## config.mk

```make
export PLATFORM = sky130hd
export DESIGN_NAME = grid_scan_dimmer
export DESIGN_NICKNAME = d
export VERILOG_FILES = /design/src/rtl/gsd_pkg.sv /design/src/rtl/gsd_cmd_regs.sv /design/src/rtl/gsd_slot_timer.sv /design/src/rtl/gsd_seg_latch.sv /design/src/rtl/gsd_pattern.sv /design/src/rtl/grid_scan_dimmer.sv
export SDC_FILE = /design/constraint.sdc
export NUM_CORES = 1
export LEC_CHECK = 0
export ABC_AREA = 1
export BUFFER_PORTS_ARGS = -buffer_cell sky130_fd_sc_hd__buf_2
export CAP_MARGIN = 25
export CORE_MARGIN = 4
export CORE_UTILIZATION = 52
export DETAILED_ROUTE_END_ITERATION = 6
export PLACE_DENSITY = 0.8
export SKIP_CTS_REPAIR_TIMING = 1
export SLEW_MARGIN = 10
export SYNTH_ARGS = -nofsm -noshare
export SYNTH_HDL_FRONTEND = slang
export SYNTH_SLANG_ARGS = --single-unit
```

## constraint.sdc

```tcl
create_clock -name clk -period 2.6 [get_ports clk]
set_input_delay 0.39 -clock clk [delete_from_list [all_inputs] [get_ports clk]]
set_output_delay 0.39 -clock clk [all_outputs]
set_load 0.005 [all_outputs]
```

## src/rtl/gsd_pkg.sv

```systemverilog
package gsd_pkg;

    localparam int SEG_W      = 16;
    localparam int GRID_W     = 11;
    localparam int SHARED_N   = 5;
    localparam int FULL_GRIDS = GRID_W - SHARED_N;
    localparam int MIN_DIGITS = 4;
    localparam int MODE_W     = 3;
    localparam int DIM_W      = 3;
    localparam int SUB_W      = 4;
    localparam int SLOT_W     = $clog2(GRID_W + 1);
    localparam int THR_W      = SUB_W + 1;

    typedef logic [MODE_W-1:0] mode_t;

    localparam mode_t MODE_AT_RESET = mode_t'((1 << MODE_W) - 1);

    typedef struct packed {
        logic              on;
        logic [DIM_W-1:0]  dim;
    } disp_ctrl_t;

    // Number of active grids for a mode code.
    function automatic logic [SLOT_W-1:0] digits_of(mode_t m);
        return SLOT_W'(m) + SLOT_W'(MIN_DIGITS);
    endfunction

    // Segments left once shared pins are taken as grids.
    function automatic int seg_count(mode_t m);
        int d;
        d = int'(digits_of(m));
        return (d > FULL_GRIDS) ? SEG_W - (d - FULL_GRIDS) : SEG_W;
    endfunction

    function automatic logic [SEG_W-1:0] seg_mask(mode_t m);
        logic [SEG_W-1:0] r;
        int c;
        c = seg_count(m);
        for (int i = 0; i < SEG_W; i++) r[i] = (i < c);
        return r;
    endfunction

    // Non-linear on-time table, in sub-ticks per slot.
    function automatic logic [THR_W-1:0] dim_threshold(logic [DIM_W-1:0] d);
        case (d)
            3'd0:    return THR_W'(1);
            3'd1:    return THR_W'(2);
            3'd2:    return THR_W'(4);
            3'd3:    return THR_W'(10);
            3'd4:    return THR_W'(11);
            3'd5:    return THR_W'(12);
            3'd6:    return THR_W'(13);
            default: return THR_W'(14);
        endcase
    endfunction

endpackage

```

## src/rtl/gsd_cmd_regs.sv

```systemverilog
module gsd_cmd_regs
    import gsd_pkg::*;
(
    input  logic             clk,
    input  logic             rst,
    input  logic             mode_wr,
    input  mode_t            mode_code,
    input  logic             ctrl_wr,
    input  logic [DIM_W:0]   ctrl_code,
    output mode_t            mode_q,
    output disp_ctrl_t       ctrl_q,
    output logic             run_q,
    output logic             restart
);

    assign restart = mode_wr && (mode_code != mode_q);

    always_ff @(posedge clk) begin
        if (rst) begin
            mode_q <= MODE_AT_RESET;
            ctrl_q <= '0;
            run_q  <= 1'b0;
        end else if (restart) begin
            mode_q    <= mode_code;
            ctrl_q.on <= 1'b0;
            run_q     <= 1'b0;
        end else if (ctrl_wr) begin
            ctrl_q <= disp_ctrl_t'(ctrl_code);
            run_q  <= 1'b1;
        end
    end

endmodule

```

## src/rtl/gsd_slot_timer.sv

```systemverilog
module gsd_slot_timer #(
    parameter int SLOT_BITS = 4,
    parameter int SUB_BITS  = 4
) (
    input  logic                 clk,
    input  logic                 rst,
    input  logic                 run,
    input  logic                 restart,
    input  logic                 sub_tick,
    input  logic [SLOT_BITS-1:0] digits,
    output logic [SLOT_BITS-1:0] slot,
    output logic [SUB_BITS-1:0]  sub,
    output logic [SLOT_BITS-1:0] next_slot,
    output logic                 slot_end,
    output logic                 frame_end
);

    localparam logic [SUB_BITS-1:0] SUB_LAST = '1;

    assign slot_end  = run && sub_tick && (sub == SUB_LAST);
    assign next_slot = (slot == digits) ? '0 : slot + 1'b1;

    always_ff @(posedge clk) begin
        if (rst || restart || !run) begin
            slot <= '0;
            sub  <= '0;
        end else if (sub_tick) begin
            sub <= sub + 1'b1;
            if (sub == SUB_LAST) slot <= next_slot;
        end
    end

    always_ff @(posedge clk) begin
        if (rst) frame_end <= 1'b0;
        else     frame_end <= slot_end && (slot == digits) && !restart;
    end

endmodule

```

## src/rtl/gsd_seg_latch.sv

```systemverilog
module gsd_seg_latch #(
    parameter int DATA_BITS = 16,
    parameter int SLOT_BITS = 4
) (
    input  logic                 clk,
    input  logic                 rst,
    input  logic                 run,
    input  logic                 slot_end,
    input  logic [SLOT_BITS-1:0] next_slot,
    input  logic [SLOT_BITS-1:0] digits,
    input  logic [DATA_BITS-1:0] mem_data,
    output logic [SLOT_BITS-1:0] mem_addr,
    output logic [DATA_BITS-1:0] seg_lat
);

    logic next_is_key;

    assign next_is_key = (next_slot == digits);
    assign mem_addr    = (!run || next_is_key) ? '0 : next_slot;

    always_ff @(posedge clk) begin
        if (rst)           seg_lat <= '0;
        else if (!run)     seg_lat <= mem_data;
        else if (slot_end) seg_lat <= next_is_key ? '0 : mem_data;
    end

endmodule

```

## src/rtl/gsd_pattern.sv

```systemverilog
module gsd_pattern
    import gsd_pkg::*;
(
    input  logic               run,
    input  disp_ctrl_t         ctrl,
    input  mode_t              mode,
    input  logic [SLOT_W-1:0]  slot,
    input  logic [SUB_W-1:0]   sub,
    input  logic [SEG_W-1:0]   seg_lat,
    output logic [SEG_W-1:0]   seg_en,
    output logic [GRID_W-1:0]  grid_en,
    output logic [SHARED_N-1:0] shared_pin,
    output logic               key_slot
);

    logic [SLOT_W-1:0] digits;
    logic              active;
    logic              seg_on;

    assign digits   = digits_of(mode);
    assign key_slot = run && (slot == digits);
    assign active   = ctrl.on && run && !key_slot;
    assign seg_on   = active && ({1'b0, sub} < dim_threshold(ctrl.dim));
    assign grid_en  = active ? (GRID_W'(1) << slot) : '0;
    assign seg_en   = seg_on ? (seg_lat & seg_mask(mode)) : '0;

    for (genvar i = 0; i < SHARED_N; i++) begin : g_shared
        assign shared_pin[i] = seg_en[SEG_W-SHARED_N+i] | grid_en[GRID_W-1-i];
    end

endmodule

```

## src/rtl/grid_scan_dimmer.sv

```systemverilog
module grid_scan_dimmer
    import gsd_pkg::*;
(
    input  logic                 clk,
    input  logic                 rst,
    input  logic                 sub_tick,
    input  logic                 mode_wr,
    input  logic [MODE_W-1:0]    mode_code,
    input  logic                 ctrl_wr,
    input  logic [DIM_W:0]       ctrl_code,
    output logic [SLOT_W-1:0]    mem_addr,
    input  logic [SEG_W-1:0]     mem_data,
    output logic [SEG_W-1:0]     seg_en,
    output logic [GRID_W-1:0]    grid_en,
    output logic [SHARED_N-1:0]  shared_pin,
    output logic                 key_slot,
    output logic                 frame_end
);

    mode_t             mode_q;
    disp_ctrl_t        ctrl_q;
    logic              run_q;
    logic              restart;
    logic              disp_on;
    logic [SLOT_W-1:0] digits;
    logic [SLOT_W-1:0] slot;
    logic [SUB_W-1:0]  sub;
    logic [SLOT_W-1:0] next_slot;
    logic              slot_end;
    logic [SEG_W-1:0]  seg_lat;

    assign disp_on = ctrl_q.on;
    assign digits  = digits_of(mode_q);

    gsd_cmd_regs u_cmd (
        .clk       (clk),
        .rst       (rst),
        .mode_wr   (mode_wr),
        .mode_code (mode_code),
        .ctrl_wr   (ctrl_wr),
        .ctrl_code (ctrl_code),
        .mode_q    (mode_q),
        .ctrl_q    (ctrl_q),
        .run_q     (run_q),
        .restart   (restart)
    );

    gsd_slot_timer #(
        .SLOT_BITS (SLOT_W),
        .SUB_BITS  (SUB_W)
    ) u_timer (
        .clk       (clk),
        .rst       (rst),
        .run       (run_q),
        .restart   (restart),
        .sub_tick  (sub_tick),
        .digits    (digits),
        .slot      (slot),
        .sub       (sub),
        .next_slot (next_slot),
        .slot_end  (slot_end),
        .frame_end (frame_end)
    );

    gsd_seg_latch #(
        .DATA_BITS (SEG_W),
        .SLOT_BITS (SLOT_W)
    ) u_latch (
        .clk       (clk),
        .rst       (rst),
        .run       (run_q),
        .slot_end  (slot_end),
        .next_slot (next_slot),
        .digits    (digits),
        .mem_data  (mem_data),
        .mem_addr  (mem_addr),
        .seg_lat   (seg_lat)
    );

    gsd_pattern u_pattern (
        .run        (run_q),
        .ctrl       (ctrl_q),
        .mode       (mode_q),
        .slot       (slot),
        .sub        (sub),
        .seg_lat    (seg_lat),
        .seg_en     (seg_en),
        .grid_en    (grid_en),
        .shared_pin (shared_pin),
        .key_slot   (key_slot)
    );

endmodule

```

# Yosys cells after proc, flatten, opt, wreduce, memory -nomap -nowiden
# Index checks and enable logic that the tools add are counted.
classes:
  addsub: 5
  n_eq_ne: 11
  bitwise_logic: 7
  n_lt_le_gt_ge: 18
  n_shift: 1
  reduce_logical: 19
  muxes: 9
ops:
  columns: ["operator", "count"]
  rows:
  - ["$lt A5 B32 Y1 const A", 8]
  - ["$lt A4 B32 Y1 const A", 4]
  - ["$lt A3 B32 Y1 const A", 2]
  - ["$mux W16", 4]
  - ["$lt A1 B32 Y1 const A", 1]
  - ["$lt A2 B32 Y1 const A", 1]
  - ["$mux W32", 1]
  - ["$sub A6 B32 Y32 const A", 1]
  - ["$pmux W4 S7", 1]
  - ["$and A16 B16 Y16", 1]
  - ["$mux W11", 1]
  - ["$shl A1 B4 Y11 const A", 1]
  - ["$eq A3 B3 Y1 const B", 3]
  - ["$logic_and A1 B1 Y1", 9]
  - ["$add A4 B1 Y4 const B", 2]
  - ["$eq A4 B4 Y1", 2]
  - ["$mux W4", 2]
  - ["$eq A3 B2 Y1 const B", 2]
  - ["$or A1 B1 Y1", 5]
  - ["$sub A4 B3 Y5 const B", 1]
  - ["$add A3 B3 Y4 const B", 1]
  - ["$eq A4 B4 Y1 const B", 1]
  - ["$gt A4 B3 Y1 const B", 1]
  - ["$lt A4 B4 Y1", 1]
  - ["9 further kinds", 14]
totals:
  reg_bits: 33
  inputBits: 28

# Depth between registers and ports, before layout
# Gate-level depths: netlist (run 1).
logic_depth:
  ltp_word: 8
  depth_mapped: 15

# Cells and area by module
# Synthesis (run 1) repeated with hierarchy kept, for this count alone.
unflattened:
  hier_cells: 407
  area_unflattened_um2: 2558.7
modules_own_cells:
  columns: ["mod", "area_each_um2", "cells_each", "n_inst", "seq_area_each_um2"]
  rows:
  - ["gsd_pattern", 927.1, 168, 1, 0.0]
  - ["gsd_seg_latch", 719.4, 101, 1, 320.3]
  - ["gsd_slot_timer", 520.5, 83, 1, 180.2]
  - ["gsd_cmd_regs", 387.9, 54, 1, 160.2]
  - ["grid_scan_dimmer", 3.8, 1, 1, 0.0]

# Worst setup path before layout (run 1)
# Ideal clock, no wire load.
synth_path:
  path_type: "register to output"
  from: "reg u_cmd.mode_q[1]"
  to: "out shared_pin[2]"
  t_arrival_ns: 2.048
  path_slack_ns: 0.162
  path_buffers: 0
  stages_incl_launch_ff: 14
  cell_sequence: "dfxtp_1 inv_2 ha_1 inv_1 ha_1 nand3b_1 nand2_1 nand2_1 inv_1 nand2_1 inv_1 nor2_1 o211ai_1 o22ai_1"
synth_between:
  elab_chain_cells: 8
  elab_cells_between_ends: 15
  cone_classes: "add/sub: 3; order compare: 2; eq/ne: 1; mux: 3; bitwise: 2; reduce/logical: 4"
synth_rtl:
  columns: ["element", "line_no", "source"]
  rows:
  - ["start, declared", "gsd_cmd_regs.sv:10", "output mode_t mode_q,"]
  - ["start signal, assigned", "gsd_cmd_regs.sv:24", "mode_q <= mode_code;"]
  - ["$add A3 B3 Y4 *", "gsd_pkg.sv:25", "return SLOT_W'(m) + SLOT_W'(MIN_DIGITS);"]
  - ["$sub A4 B3 Y5 / $eq A4 B4 Y1 (equally long branches)", "gsd_pkg.sv:32, gsd_pattern.sv:21", null]
  - ["$sub A6 B32 Y32 / $logic_and A1 B1 Y1 (equally long branches)", "gsd_pkg.sv:32, gsd_pattern.sv:21", null]
  - ["$mux W32 / $logic_not A1 Y1 (equally long branches)", "gsd_pkg.sv:32, gsd_pattern.sv:22", null]
  - ["$lt A5 B32 Y1 / $logic_and A1 B1 Y1 (equally long branches)", "gsd_pkg.sv:39, gsd_pattern.sv:22", null]
  - ["$and A16 B16 Y16 / $logic_and A1 B1 Y1 (equally long branches)", "gsd_pattern.sv:25, gsd_pattern.sv:23", null]
  - ["$mux W16", "gsd_pattern.sv:25", "assign seg_en = seg_on ? (seg_lat & seg_mask(mode)) : '0;"]
  - ["$or A1 B1 Y1 *", "gsd_pattern.sv:28", "assign shared_pin[i] = seg_en[SEG_W-SHARED_N+i] | grid_en[GRID_W-1-i];"]
  - ["end, declared", "grid_scan_dimmer.sv:15", "output logic [SHARED_N-1:0] shared_pin,"]
# Every way passes the cells marked *; elsewhere a longest branch is shown, timed or not.

# Worst setup path after layout (run 1)
layout_path:
  from: "reg u_cmd.mode_q[0]"
  to: "out shared_pin[0]"
# The elaborated chain is that of the path after synthesis.

==> results.json, run 1 <==
{
  "first_pass_iters": 4,
  "design_area_um2": 3060,
  "ys_seq_area_share_pct": 28.3,
  "synth_area_um2": 2340,
  "drt_iter0_markers": 136,
  "synth_fa_ha_area_share_pct": 9.96,
  "grt_max_degree": 33,
  "yosysWarnings": 0,
  "tightest_slew_ps": 562,
  "syn_nets": 380,
  "gp_congestion": 0.987,
  "required_ps": 2210,
  "drv_cap": 0,
  "yosysTopAreaCellShare_pct": 28.3,
  "status": "finished, final reports clean",
  "cts_made_buffers": 5,
  "hold_viol": 0,
  "p_per_area_nw_per_um2": 435,
  "seq_area_um2": 677,
  "drive_gt1_share_pct": 40.1,
  "antenna_found_initial": 0,
  "core_area_um2": 4350,
  "grt_pass1_vias": 2101,
  "wirelength_mm": 6.44,
  "mostFrequentLayoutCells": "65 x buf_2, 63 x nand2_1, 40 x nor2_1",
  "dp.cells": 448,
  "path_clk_slew_ps": 70,
  "end_kind": "primary output",
  "max_freq_mhz": 387,
  "synth_top_area_cell": "dfxtp_1",
  "multi_input_area_um2": 1680,
  "fin_setup_tns_ps": 0,
  "h-tree-depth": 2,
  "rsz0062_at_grt": "true",
  "io_buffers": 65,
  "ir_drop_v": 0.000288,
  "dieHeight_um": 75.0,
  "grt_pass1_wl_mm": 9.48,
  "synth_compound_area_share_pct": 19.1,
  "reg2reg_depth": 13,
  "ys_top_cells_by_area": "dfxtp_1 28%, nand2_1 11%, ha_1 9.1%, nor2_1 7.2%, o21ai_0 6.0%",
  "viasPerCell": 5.46,
  "ys_ff_latch": 33,
  "muxShareOfSynthArea_pct": 0.428,
  "skew_ps": 9.85,
  "dieArea_um2": 5630,
  "wl_per_cell_um": 14.0,
  "path_class": "reg2out",
  "synthXorXnorAreaFrac_pct": 1.87,
  "holdWs_ps": 319,
  "arrival_ps": 2200,
  "diodes": 0,
  "nets": 455,
  "worst_hold_path_type": "in2reg",
  "initial_utilization_pct": 53.7,
  "cts_tree": "built",
  "nFillCells": 371,
  "antenna_left": 0,
  "io_pins": 66,
  "cts_num_sinks": 33,
  "clockRootBuffer": "clkbuf_8",
  "static-leakage-power_nw": 1.41,
  "hold_depth": 2,
  "grt-ovfl-total": 0,
  "period_share_pct": 99.5,
  "fin_crit_ps": 2590,
  "clk_path_buf_depth": 2,
  "setup_viol": 0,
  "rows": 24,
  "mostFrequentLayoutCell": "buf_2",
  "area_growth_pct": 31.0,
  "fin_cells": 461,
  "slew_viol_final": 0,
  "synth-simple-area-share_pct": 32.2,
  "fin_util_pct": 70.3,
  "drc": 0,
  "synth_cell_types": 36,
  "crit_path_start_kind": "register",
  "synth_top_family_by_area": "simple AND/OR/NAND/NOR gates",
  "cp_max_fo": 4,
  "die_w_um": 75.0,
  "insertion_delay_ps": 280,
  "track_usage_pct": 21.5,
  "synthCells": 334,
  "vias": 2515,
  "syn-mean-instance-area_um2": 7.00,
  "place_area_um2": 2710,
  "relSlewSlack_pct": 62.5,
  "dpl.hpwl_mm": 4.56
}
==> layer usage <==
layer | track usage (%) | up-vias | routed length, µm | part of all wire (%)
li1 | - | 1257 | - | -
met1 | 30.0 | 1153 | 2820 | 44
met2 | 34.6 | 95 | 3010 | 47
met3 | 3.47 | 10 | 497 | 7.7
met4 | 5.73 | 0 | 121 | 1.9
met5 | 0 | - | 0 | 0
==> power breakdown <==
part           switching, mW  internal, mW
clock                  0.183         0.210
combinational          0.222         0.154
sequential            0.0244         0.536
==> cells in the mapped netlist <==
cell,number
a21o_1,1
dfxtp_1,33
fa_1,1
o211ai_1,6
buf_4,1
o21ai_0,28
nand2_2,2
a31oi_1,1
xor2_1,1
buf_12,1
clkbuf_1,5
nor2_2,2
nor3_1,3
inv_2,5
buf_6,1
nor2_1,45
nand2_4,10
clkinv_2,1
o21bai_2,1
a21oi_2,10
nor4_1,1
ha_1,17
nand3b_1,1
buf_2,2
mux2i_1,1
o2111ai_1,1
o21bai_1,1
nand2_1,70
nor3b_1,3
xnor2_1,4
o22ai_1,5
nand3_1,19
nand4_1,3
inv_1,27
nand3_4,1
a21oi_1,20
==> sequential cells by signal, indices dropped and copies added, names as in the netlist <==
| register | cells |
|---|---|
| u_latch.seg_lat | 16 |
| u_cmd.ctrl_q | 4 |
| u_timer.slot | 4 |
| u_timer.sub | 4 |
| u_cmd.mode_q | 3 |
| u_cmd.run_q | 1 |
| u_timer.frame_end | 1 |
==> final timing paths <==
kind | startpoint | endpoint | slack [ps]
setup reg to reg | u_cmd.mode_q[0] | u_latch.seg_lat[7] | 560
hold / removal | mode_wr | u_cmd.mode_q[2] | 320
setup / recovery | u_cmd.mode_q[0] | shared_pin[0] | 10
hold reg to reg | u_cmd.ctrl_q[3] | u_cmd.ctrl_q[3] | 470
==> logic make-up (layout without fill, tap and decap cells) <==
logic type	after synthesis	after routing
AO/OA/AOI/OAI	74	74
XOR/XNOR	5	5
adder cells (fa/ha/maj)	18	18
buffers and inverters	43	116
flip-flops	33	33
multiplexers	1	1
AND/OR/NAND/NOR	160	162
==> metrics by stage <==
step           worst slack [ps]  total power, mW
2_1_floorplan               162            0.759
3_3_place_gp                205            0.842
3_5_place_dp                141            0.848
4_1_cts                    -172             1.24
5_1_grt                   -94.4             1.40
6_report                   13.4             1.33
==> layout make-up <==
cell class	instances	share of cell area [%]
Clock buffer	7	2.82
Inverter	33	4.50
Multi-Input combinational cell	260	55.0
Sequential cell	33	22.1
Tap cell	52	2.13
Timing Repair Buffer	76	13.4
==> worst max-delay path: stages, from the launching register on <==
cell     delay [ps]
dfxtp_2         330
inv_2            80
ha_4            150
inv_4            40
fa_2            510
nor2_2          120
inv_2            60
nand2_2          70
inv_2            50
nor2_4           80
nand3_1         130
o22ai_1         150
buf_2           140
Power figures use the tool's default switching activity.
==> run 2, diff against run 1 <==
==> constraint.sdc (replaced) <==
create_clock -name clk -period 2.6 [get_ports clk]
set_input_delay 0.39 -clock clk [delete_from_list [all_inputs] [get_ports clk]]
set_output_delay 0.39 -clock clk [all_outputs]
set_load 0.1 [all_outputs]
==> run 2 against run 1 <==
Net effect: the run now ends with setup timing left; via count is 14% higher; critical path depth decreased by 1; hold slack barely moved; flip-flop and latch count unchanged; clock power increased by 7.9%; final cell count is 3.3% higher; non-clock buffer count increased by 16; global-route usage increased by 5.5 points; register-to-register slack got worse by 110 ps; fmax down 13%; largest power group unchanged.
==> results.json, run 2 (same netlist as run 1, synthesis figures left out) <==
{
  "rsz0062_at_grt": "true",
  "nets": 469,
  "largest-register": "u_latch.seg_lat",
  "antenna_left": 0,
  "initial_utilization_pct": 53.7,
  "reg2reg_depth": 13,
  "r2r-end": "u_latch.seg_lat[9]",
  "cts_made_buffers": 5,
  "largest_reg_flops": 16,
  "slew_viol_final": 0,
  "first_pass_iters": 5,
  "dieArea_um2": 5630,
  "ff2ff_setup_slack_ps": 450,
  "crit_path_start_kind": "register",
  "rr_startpoint": "u_cmd.mode_q[1]",
  "worstHoldStart": "ctrl_code[2]",
  "cp_max_fo": 6,
  "fin_cells": 476,
  "required_ps": 2210,
  "io_buffers": 65,
  "diodes": 0,
  "core_area_um2": 4350,
  "fin_setup_tns_ps": -4370,
  "wl_per_cell_um": 18.8,
  "status": "finished, violations left",
  "critPathMaxStageDelay_ps": 500,
  "end_kind": "primary output",
  "worst_slack_ps": -383,
  "fin_crit_ps": 2980,
  "io_pins": 66,
  "fin_util_pct": 90.6,
  "skew_ps": 4.93,
  "period_share_pct": 115,
  "hold_end": "u_cmd.ctrl_q[2]",
  "clk_path_buf_depth": 2,
  "h-tree-depth": 2,
  "mostFrequentLayoutCell": "nand2_1",
  "gp_congestion": 0.948,
  "cts_tree": "built",
  "hold_viol": 0,
  "nFillCells": 175,
  "mostFrequentLayoutCells": "57 x nand2_1, 33 x buf_12, 31 x buf_2",
  "p_per_area_nw_per_um2": 374,
  "relSlewSlack_pct": 61.1,
  "clockRootBuffer": "clkbuf_8",
  "insertion_delay_ps": 290,
  "place_ws_ps": 17.0,
  "vias": 2856,
  "static-leakage-power_nw": 1.58,
  "holdWs_ps": 318,
  "rows": 24,
  "max_freq_mhz": 335,
  "grt_max_degree": 33,
  "design_area_um2": 3940,
  "grt-ovfl-total": 0,
  "drt_iter0_markers": 335,
  "power_mw": 1.47,
  "critical-path-top-delay-family": "adder cells",
  "crit_slowest_cell": "fa_1",
  "grt_pass1_wl_mm": 11.4,
  "drive_gt1_share_pct": 51.9,
  "viasPerCell": 6.00,
  "grt_pass1_vias": 2477,
  "critPathBufInv": 4,
  "worst_hold_path_type": "in2reg",
  "cts_num_sinks": 33,
  "cp-startpoint": "u_cmd.mode_q[1]",
  "path_class": "reg2out",
  "drc": 0,
  "area_growth_pct": 68.7,
  "drv_cap": 0,
  "dpl.hpwl_mm": 5.61,
  "ir_drop_v": 0.000341,
  "antenna_found_initial": 0,
  "wirelength_mm": 8.96,
  "tightest_slew_ps": 583,
  "track_usage_pct": 27.1,
  "setup_viol": 21,
  "arrival_ps": 2590,
  "die_w_um": 75.0,
  "path_clk_slew_ps": 80,
  "violations": "setup timing",
  "hold_depth": 3,
  "dp.cells": 449,
  "crit_chain": "ha_4, inv_4, fa_1, nor2_2, inv_2, nand2_2, inv_2, nor2_2, o211ai_1, o22ai_4, buf_12",
  "dieHeight_um": 75.0,
  "place_area_um2": 3520
}
## run 2: cell count changes in the layout (fill, tap and decap cells not counted), sizes merged
cell,before,now
nand2,84,82
buf,76,90
clkinv,1,3
inv,32,31
clkbuf,7,8
clkinvlp,0,1
## run 2: routing by layer
layer  share of wire [%]  global-route usage, %  vias to the layer above
met5                   0                      0                        -
met4                 5.8                   11.5                        0
met3                 9.0                   5.34                       70
met2                  49                   46.9                      197
met1                  36                   32.4                     1305
li1                    -                      -                     1284
## run 2: report_power, final
group	leakage (nW)	switching (mW)	total, mW	internal, mW
clock network	0.0512	0.209	0.424	0.215
registers	0.276	0.0324	0.568	0.535
logic	1.25	0.294	0.482	0.188
## run 2: final cells by class
type	count	area, µm²	share of cell area, %
multi-input combinational	258	1910	48.5
clock inverter	2	13.8	0.349
tap	52	65.1	1.65
sequential	33	683	17.3
clock buffer	6	82.6	2.09
timing repair buffer	92	1040	26.4
inverter	33	146	3.71
## run 2: worst max path at each step
stage | depth (start not counted) | endpoint
global route | 11 | shared_pin[3]
CTS | 9 | shared_pin[2]
global placement | 9 | shared_pin[2]
finish | 11 | shared_pin[2]
detailed placement | 9 | shared_pin[2]
floorplan | 11 | grid_en[10]
## run 2: tightest hold or removal path, stage by stage
cell and delay (ps):
buf_2 70, nor2_1 30, nor2_1 80
